===== config.mk =====
export PLATFORM = sky130hd
export DESIGN_NAME = irq_agg_top
export DESIGN_NICKNAME = d
export VERILOG_FILES = /design/src/rtl/irq_agg_pkg.sv /design/src/rtl/irq_agg_sync.sv /design/src/rtl/irq_agg_mask.sv /design/src/rtl/irq_agg_regif.sv /design/src/rtl/irq_agg_top.sv
export SDC_FILE = /design/constraint.sdc
export NUM_CORES = 1
export LEC_CHECK = 0
export ABC_AREA = 1
export BUFFER_PORTS_ARGS = -buffer_cell sky130_fd_sc_hd__buf_2
export CAP_MARGIN = 40
export CORE_MARGIN = 2
export CORE_UTILIZATION = 47
export DETAILED_ROUTE_END_ITERATION = 10
export GPL_TIMING_DRIVEN = 0
export PLACE_DENSITY = 0.63
export RECOVER_POWER = 100
export SYNTH_ARGS = -nofsm -noshare
export SYNTH_HDL_FRONTEND = slang
export SYNTH_SLANG_ARGS = --single-unit
export TNS_END_PERCENT = 10

===== constraint.sdc =====
create_clock -name clk -period 2.1 [get_ports clk]
set_clock_uncertainty 0.15 [all_clocks]
set_input_delay 0.105 -clock clk [delete_from_list [all_inputs] [get_ports clk]]
set_output_delay 0.105 -clock clk [all_outputs]
set_load 0.01 [all_outputs]

===== src/rtl/irq_agg_pkg.sv =====
// Shared constants and the register bank encoding of the interrupt aggregator.
// Assumes the bank order is fixed: status, mask readback, set, clear.
package irq_agg_pkg;
    localparam int SRC_PER_WORD = 32;
    localparam int BANK_COUNT   = 4;

    typedef enum logic [1:0] {
        BANK_STATUS = 2'd0,
        BANK_MASK   = 2'd1,
        BANK_SET    = 2'd2,
        BANK_CLR    = 2'd3
    } bank_e;
endpackage


===== src/rtl/irq_agg_sync.sv =====
// Two-flop synchronizer for the level interrupt sources.
// Assumes the sources are quasi-static levels, so per-bit synchronisation is enough.
module irq_agg_sync #(
    parameter int WIDTH = 64
) (
    input  logic             clk,
    input  logic             rst_n,
    input  logic [WIDTH-1:0] src_i,
    output logic [WIDTH-1:0] status_o
);
    logic [WIDTH-1:0] meta_q;
    logic [WIDTH-1:0] stat_q;

    // Two register stages between the raw inputs and the visible status.
    always_ff @(posedge clk) begin
        if (!rst_n) begin
            meta_q <= '0;
            stat_q <= '0;
        end else begin
            meta_q <= src_i;
            stat_q <= meta_q;
        end
    end

    assign status_o = stat_q;

    // status is the source value from exactly two edges earlier.
    assert_sync_latency_R3: assert property (@(posedge clk) disable iff (!rst_n)
        ($past(rst_n) && $past(rst_n, 2)) |-> (status_o == $past(src_i, 2)));
endmodule


===== src/rtl/irq_agg_mask.sv =====
// Mask storage and registered interrupt output for one CPU.
// Assumes at most one of set_we_i / clr_we_i is high in a cycle.
module irq_agg_mask
    import irq_agg_pkg::*;
#(
    parameter int N_WORDS = 2,
    localparam int WSEL_W = (N_WORDS > 1) ? $clog2(N_WORDS) : 1,
    localparam int FLAT_W = N_WORDS * SRC_PER_WORD
) (
    input  logic                    clk,
    input  logic                    rst_n,
    input  logic                    set_we_i,
    input  logic                    clr_we_i,
    input  logic [WSEL_W-1:0]       word_sel_i,
    input  logic [SRC_PER_WORD-1:0] wdata_i,
    input  logic [FLAT_W-1:0]       status_i,
    output logic [FLAT_W-1:0]       mask_o,
    output logic                    irq_o
);
    logic [N_WORDS-1:0][SRC_PER_WORD-1:0] mask_q;
    logic                                 pend_any;
    logic                                 irq_q;

    for (genvar w = 0; w < N_WORDS; w++) begin : g_word
        logic hit;
        assign hit = (word_sel_i == WSEL_W'(w));

        // Apply set or clear bit operations to this mask word.
        always_ff @(posedge clk) begin
            if (!rst_n) begin
                mask_q[w] <= '1;
            end else if (set_we_i && hit) begin
                mask_q[w] <= mask_q[w] | wdata_i;
            end else if (clr_we_i && hit) begin
                mask_q[w] <= mask_q[w] & ~wdata_i;
            end
        end

        assign mask_o[w*SRC_PER_WORD +: SRC_PER_WORD] = mask_q[w];

        // after a set write, every written 1 bit reads back as masked.
        assert_set_bits_R4: assert property (@(posedge clk) disable iff (!rst_n)
            ($past(rst_n) && $past(set_we_i) && ($past(word_sel_i) == WSEL_W'(w)))
            |-> ((mask_q[w] & $past(wdata_i)) == $past(wdata_i)));

        // after a clear write, every written 1 bit reads back as enabled.
        assert_clr_bits_R5: assert property (@(posedge clk) disable iff (!rst_n)
            ($past(rst_n) && $past(clr_we_i) && ($past(word_sel_i) == WSEL_W'(w)))
            |-> ((mask_q[w] & $past(wdata_i)) == '0));

        // a word not targeted by a set or clear write keeps its value.
        assert_mask_hold_R7: assert property (@(posedge clk) disable iff (!rst_n)
            ($past(rst_n) && !(($past(set_we_i) || $past(clr_we_i))
                               && ($past(word_sel_i) == WSEL_W'(w))))
            |-> $stable(mask_q[w]));
    end

    // Any enabled active source across all words.
    always_comb begin
        pend_any = |(status_i & ~mask_o);
    end

    // Register the interrupt request.
    always_ff @(posedge clk) begin
        if (!rst_n) irq_q <= 1'b0;
        else        irq_q <= pend_any;
    end

    assign irq_o = irq_q;

    // a raised line needs a non-empty status on the previous cycle.
    assert_irq_needs_src_R8: assert property (@(posedge clk) disable iff (!rst_n)
        irq_o |-> $past(status_i != '0));

    // a fully masked CPU never sees its line raised one cycle later.
    assert_irq_masked_R8: assert property (@(posedge clk) disable iff (!rst_n)
        $past(&mask_o) |-> !irq_o);
endmodule


===== src/rtl/irq_agg_regif.sv =====
// Register decode: splits the byte address into bank and word, produces
// per-CPU set/clear strobes and the combinational read data.
// Assumes word-aligned access; the low two address bits are ignored.
module irq_agg_regif
    import irq_agg_pkg::*;
#(
    parameter int N_WORDS = 2,
    parameter int N_CPUS  = 2,
    parameter int ADDR_W  = 8,
    localparam int WSEL_W  = (N_WORDS > 1) ? $clog2(N_WORDS) : 1,
    localparam int CPU_W   = (N_CPUS > 1) ? $clog2(N_CPUS) : 1,
    localparam int FLAT_W  = N_WORDS * SRC_PER_WORD,
    localparam int REG_CNT = BANK_COUNT * N_WORDS
) (
    input  logic                     clk,
    input  logic                     rst_n,
    input  logic [CPU_W-1:0]         cpu_sel_i,
    input  logic [ADDR_W-1:0]        addr_i,
    input  logic                     wr_en_i,
    input  logic [FLAT_W-1:0]        status_i,
    input  logic [N_CPUS*FLAT_W-1:0] mask_all_i,
    output logic [N_CPUS-1:0]        set_we_o,
    output logic [N_CPUS-1:0]        clr_we_o,
    output logic [WSEL_W-1:0]        word_sel_o,
    output logic [SRC_PER_WORD-1:0]  rd_data_o
);
    logic [ADDR_W-3:0]       reg_idx;
    logic                    in_range;
    logic                    cpu_ok;
    bank_e                   bank;
    logic [WSEL_W-1:0]       word;
    logic [SRC_PER_WORD-1:0] stat_word;
    logic [SRC_PER_WORD-1:0] mask_word;

    assign reg_idx = addr_i[ADDR_W-1:2];

    // Split the register index into bank and word, and flag legal accesses.
    always_comb begin
        in_range = int'(reg_idx) < REG_CNT;
        cpu_ok   = int'(cpu_sel_i) < N_CPUS;
        if (in_range) begin
            bank = bank_e'(2'(int'(reg_idx) / N_WORDS));
            word = WSEL_W'(int'(reg_idx) % N_WORDS);
        end else begin
            bank = BANK_STATUS;
            word = '0;
        end
    end

    assign word_sel_o = word;

    // Raise a strobe only for the selected CPU and an action bank.
    always_comb begin
        set_we_o = '0;
        clr_we_o = '0;
        if (wr_en_i && in_range && cpu_ok) begin
            for (int c = 0; c < N_CPUS; c++) begin
                if (c == int'(cpu_sel_i)) begin
                    set_we_o[c] = (bank == BANK_SET);
                    clr_we_o[c] = (bank == BANK_CLR);
                end
            end
        end
    end

    // Pick the addressed status word and the selected CPU's mask word.
    always_comb begin
        stat_word = '0;
        mask_word = '0;
        for (int w = 0; w < N_WORDS; w++) begin
            if (w == int'(word)) begin
                stat_word = status_i[w*SRC_PER_WORD +: SRC_PER_WORD];
                for (int c = 0; c < N_CPUS; c++) begin
                    if (c == int'(cpu_sel_i)) begin
                        mask_word = mask_all_i[(c*N_WORDS + w)*SRC_PER_WORD +: SRC_PER_WORD];
                    end
                end
            end
        end
    end

    // Read multiplexer; action banks and illegal accesses return zero.
    always_comb begin
        rd_data_o = '0;
        if (in_range && cpu_ok) begin
            case (bank)
                BANK_STATUS: rd_data_o = stat_word;
                BANK_MASK:   rd_data_o = mask_word;
                default:     rd_data_o = '0;
            endcase
        end
    end

    // writes beyond the register map raise no strobe.
    assert_oob_write_R10: assert property (@(posedge clk) disable iff (!rst_n)
        (wr_en_i && (int'(addr_i) >= 16 * N_WORDS)) |-> ((set_we_o == '0) && (clr_we_o == '0)));

    // reads beyond the register map return zero.
    assert_oob_read_R10: assert property (@(posedge clk) disable iff (!rst_n)
        (int'(addr_i) >= 16 * N_WORDS) |-> (rd_data_o == '0));

    // the action registers always read as zero.
    assert_action_read_R6: assert property (@(posedge clk) disable iff (!rst_n)
        ((int'(addr_i) >= 8 * N_WORDS) && (int'(addr_i) < 16 * N_WORDS)) |-> (rd_data_o == '0));
endmodule


===== src/rtl/irq_agg_top.sv =====
// Multi-CPU level interrupt aggregator top: synchronizer, register decode,
// and one mask/interrupt slice per CPU over a shared status.
// Assumes one register access per cycle, issued on behalf of cpu_sel_i.
module irq_agg_top
    import irq_agg_pkg::*;
#(
    parameter int N_WORDS = 2,
    parameter int N_CPUS  = 2,
    parameter int ADDR_W  = 8,
    localparam int CPU_W  = (N_CPUS > 1) ? $clog2(N_CPUS) : 1,
    localparam int WSEL_W = (N_WORDS > 1) ? $clog2(N_WORDS) : 1,
    localparam int FLAT_W = N_WORDS * SRC_PER_WORD
) (
    input  logic                    clk,
    input  logic                    rst_n,
    input  logic [FLAT_W-1:0]       src_i,
    input  logic [CPU_W-1:0]        cpu_sel_i,
    input  logic [ADDR_W-1:0]       addr_i,
    input  logic                    wr_en_i,
    input  logic [SRC_PER_WORD-1:0] wr_data_i,
    output logic [SRC_PER_WORD-1:0] rd_data_o,
    output logic [N_CPUS-1:0]       irq_o
);
    logic [FLAT_W-1:0]        status;
    logic [N_CPUS*FLAT_W-1:0] mask_all;
    logic [N_CPUS-1:0]        set_we;
    logic [N_CPUS-1:0]        clr_we;
    logic [WSEL_W-1:0]        word_sel;

    irq_agg_sync #(.WIDTH(FLAT_W)) u_sync (
        .clk      (clk),
        .rst_n    (rst_n),
        .src_i    (src_i),
        .status_o (status)
    );

    irq_agg_regif #(.N_WORDS(N_WORDS), .N_CPUS(N_CPUS), .ADDR_W(ADDR_W)) u_regif (
        .clk        (clk),
        .rst_n      (rst_n),
        .cpu_sel_i  (cpu_sel_i),
        .addr_i     (addr_i),
        .wr_en_i    (wr_en_i),
        .status_i   (status),
        .mask_all_i (mask_all),
        .set_we_o   (set_we),
        .clr_we_o   (clr_we),
        .word_sel_o (word_sel),
        .rd_data_o  (rd_data_o)
    );

    for (genvar c = 0; c < N_CPUS; c++) begin : g_cpu
        irq_agg_mask #(.N_WORDS(N_WORDS)) u_mask (
            .clk        (clk),
            .rst_n      (rst_n),
            .set_we_i   (set_we[c]),
            .clr_we_i   (clr_we[c]),
            .word_sel_i (word_sel),
            .wdata_i    (wr_data_i),
            .status_i   (status),
            .mask_o     (mask_all[c*FLAT_W +: FLAT_W]),
            .irq_o      (irq_o[c])
        );
    end

    // at most one CPU slice receives a mask write per cycle.
    assert_single_target_R9: assert property (@(posedge clk) disable iff (!rst_n)
        $onehot0(set_we | clr_we));
endmodule


==> impl_results.md <==
* Worst-Margin Slew at 0.817 ns
* Flops & latches, synth at 258
* Via count at 13500
* DRT Pass-1 Iters at 6
* Postcts setup bufs at 0
* Initial antenna violation count at 0
* Post-DP HPWL at roughly 32 mm
* Slew margin rel. at 0.455
* Total core area at roughly 26000 sq um
* Adder-Cell Fraction of Synth Area at 0
* Post-synth EDFFs at 0
* CP peak stage delay at 0.50 ns
* Clk slew on worst S/H paths at 0.06 ns
* Row count at 59
* Post-Route Utilization at 0.588
* Syn_area_per_cell at 6.61 sq um
* Final wirelength at 46.4 mm
* First-pass GRT wire length at 71.1 mm
* Drt wl/cell at 18.8 um
* Design Area, Final at 15300 sq um
* Nets@finish at 2219
* CTS tree: yes
* ANT nets after route at 0
* Die Wd at approximately 170 um
* Critical path, cell by cell: clkbuf_1, o21ai_1, clkbuf_1, buf_6, nand2_1, a21oi_1, buf_2
* Initial Util at 0.478
* Pwr Total at roughly 11000 uW
* Status: finished, final reports clean
* Max Clk Rate at ~480 MHz
* R2R Setup Slk at ~0.48 ns
* Multi-input gate area at approximately 5500 sq um
* Placed instance count at 2320
* P&R area growth vs syn at 23.1%
* Root buffer cell: clkbuf_16
* Worst setup SP type: input pin
* Endpoint class of the critical path: primary output
* Crit-path leading delay family: buffers and inverters
* Clock Tree Buf Depth at 3
* Die Ht at about 170 um
* Post-Synthesis Cells at 1879
* Post-synthesis mux area share at 0
* Critical path arrival at about 1.8 ns
* Async SR Flop Fraction at 0
* Port buffer count at ~110
* Top FF cell, synth: dfxtp_1
* Routability cong. at 0.973
* Diode count at 0
* Largest net degree at the start of global routing at 14
* Peak VDD IR at 0.743 mV
* Vias in the first global route at about 12000
* Tcrit/Tclk final at 0.999
* Max H-tree Level at 1
* Synth Area in Compound Gates at 0.0687
* Worst skew pair latency at 0.56 ns
* Via density per instance at 5.49
* Worst Setup SP: addr_i[4]
* IO Pins at 142
* Cell Area, Synth at 12400 sq um
* Final min period at about 2.1 ns
* Clock sinks at 258
* Share of layout cells above drive strength 1 at 0.115
* Post-synthesis sequential area ratio at 0.416
* Largest family of logic cells by synthesized area: simple AND/OR/NAND/NOR gates
* CP bufs+invs at 4
* Crit path top cell by count: clkbuf_1
* Max-cap check violation count at 0
* Hold crit path type: in -> reg
* RSZ-0062 raised after global routing: yes
* FILL cells at 2579
* Leakage at ~0.0085 uW
* Storage element area at 5160 sq um
* Worst Path Required at 1.85 ns
* CP Max Fanout at 7
* Post-Synth Simple-Gate Area at 0.373
* GRT overflow at 0
* Cell Pwr Density at 735 nW/um^2
* Hold path start: cpu_sel_i
* DIE AREA at ~28000 sq um
* Cell Area, Placed at between 10000 and 15000 sq um
* Synth Net Count at 1987
* Post-synthesis cell type count at 21
* Overall Global Routing Usage at 0.328
* CTS buffer count at 28
* Synth Area in XOR/XNOR at 0
* CP max-delay cell: o21ai_1
* Setup CP Type: in -> out
* Non-filler instance count after layout at about 2500
* Setup-failing EPs final at 0
* Fin. max-slew vios at 0
* Ys Warns at 0
* DRC at 0
* Final hold vios at 0
* Drt initial violations at roughly 1600
area by class of cell:
cell class | count | area share
Buffer | 165 | 0.0498
Multi-Input combinational cell | 1182 | 0.359
Clock inverter | 7 | 0.00908
Sequential cell | 258 | 0.338
Timing Repair Buffer | 202 | 0.0971
Tap cell | 335 | 0.0274
Clock buffer | 41 | 0.0524
Inverter | 274 | 0.0675
layer usage:
metal,vias to the layer above,wire (um),global-route usage
li1,6477,-,-
met1,6200,19100,0.439
met2,752,20400,0.517
met3,107,5080,0.0741
met4,0,1800,0.124
met5,-,0,0
where the power goes:
part           internal, uW  switching (uW)
registers              5020            66.4
logic                   349             660
clock network          3110            2030
total                  8480            2760
cell usage in the layout, fill, tap and decap left out, types with 29 or more instances in the layout:
master	synthesis	routed
buf_2	64	144
o21ai_0	39	39
clkbuf_2	30	43
clkbuf_16	0	29
inv_1	269	270
clkbuf_1	62	82
o211ai_1	51	51
nand3_1	299	299
a21oi_1	54	54
nor2_1	68	68
dfxtp_1	258	258
dlygate4sd3_1	0	96
nand2_1	535	535
nand4_1	128	128
cell families after synthesis:
logic type             after synthesis
and+or+nand+nor                   1037
AOI/OAI and AO/OA                  145
DFF                                258
buffers and inverters              439
worst reg2reg max path, stage by stage (launching register included):
cell and delay (ns):
dfxtp_1 0.38, inv_1 0.09, nand2_1 0.06, o21ai_0 0.07
nor2_1 0.20, nand2_1 0.15, nor2_1 0.14, nand2_1 0.06
nor2_1 0.11, nor2_1 0.09
synthesized netlist by cell type (2+ instances only):
| master | number | share of area |
|---|---|---|
| nand3_1 | 299 | 0.12 |
| o211ai_1 | 51 | 0.031 |
| inv_2 | 4 | 0.0012 |
| nand4_1 | 128 | 0.064 |
| buf_1 | 6 | 0.0018 |
| o21ai_0 | 39 | 0.016 |
| a21oi_1 | 54 | 0.022 |
| nor2_2 | 2 | 0.0010 |
| buf_4 | 3 | 0.0018 |
| dfxtp_1 | 258 | 0.42 |
| clkbuf_2 | 30 | 0.012 |
| buf_2 | 64 | 0.026 |
| nor2_1 | 68 | 0.021 |
| nand2_1 | 535 | 0.16 |
| inv_1 | 269 | 0.081 |
| clkbuf_1 | 62 | 0.019 |
| nor2_4 | 3 | 0.0027 |
through the flow:
step           TNS (ns)  hold WS, ns  setup WS, ns
5_1_grt          -0.129       0.0568       -0.0275
6_report              0       0.0310       0.00124
4_1_cts               0      0.00549        0.0301
2_1_floorplan         0       0.0526         0.684
3_3_place_gp      -4.73        0.135        -0.389
3_5_place_dp      -4.98        0.139        -0.382
worst paths after layout:
check	endpoint	cells after the start
hold reg to reg	u_sync.status_o[21]$_SDFF_PN0_	2
setup reg to reg	g_cpu[0].u_mask.irq_o$_SDFF_PN0_	9
setup / recovery	rd_data_o[26]	7
hold / removal	flop	5
what timing repair did:
item / in CTS / in global routing
setup endpoints to repair: 31 / 29
pin swaps: 0 / 0
hold buffers: 96 / 0
resized for setup: 8 / 14
endpoints found under the hold margin: 192 / 0
No activity file was read; power rests on OpenSTA's default activity.
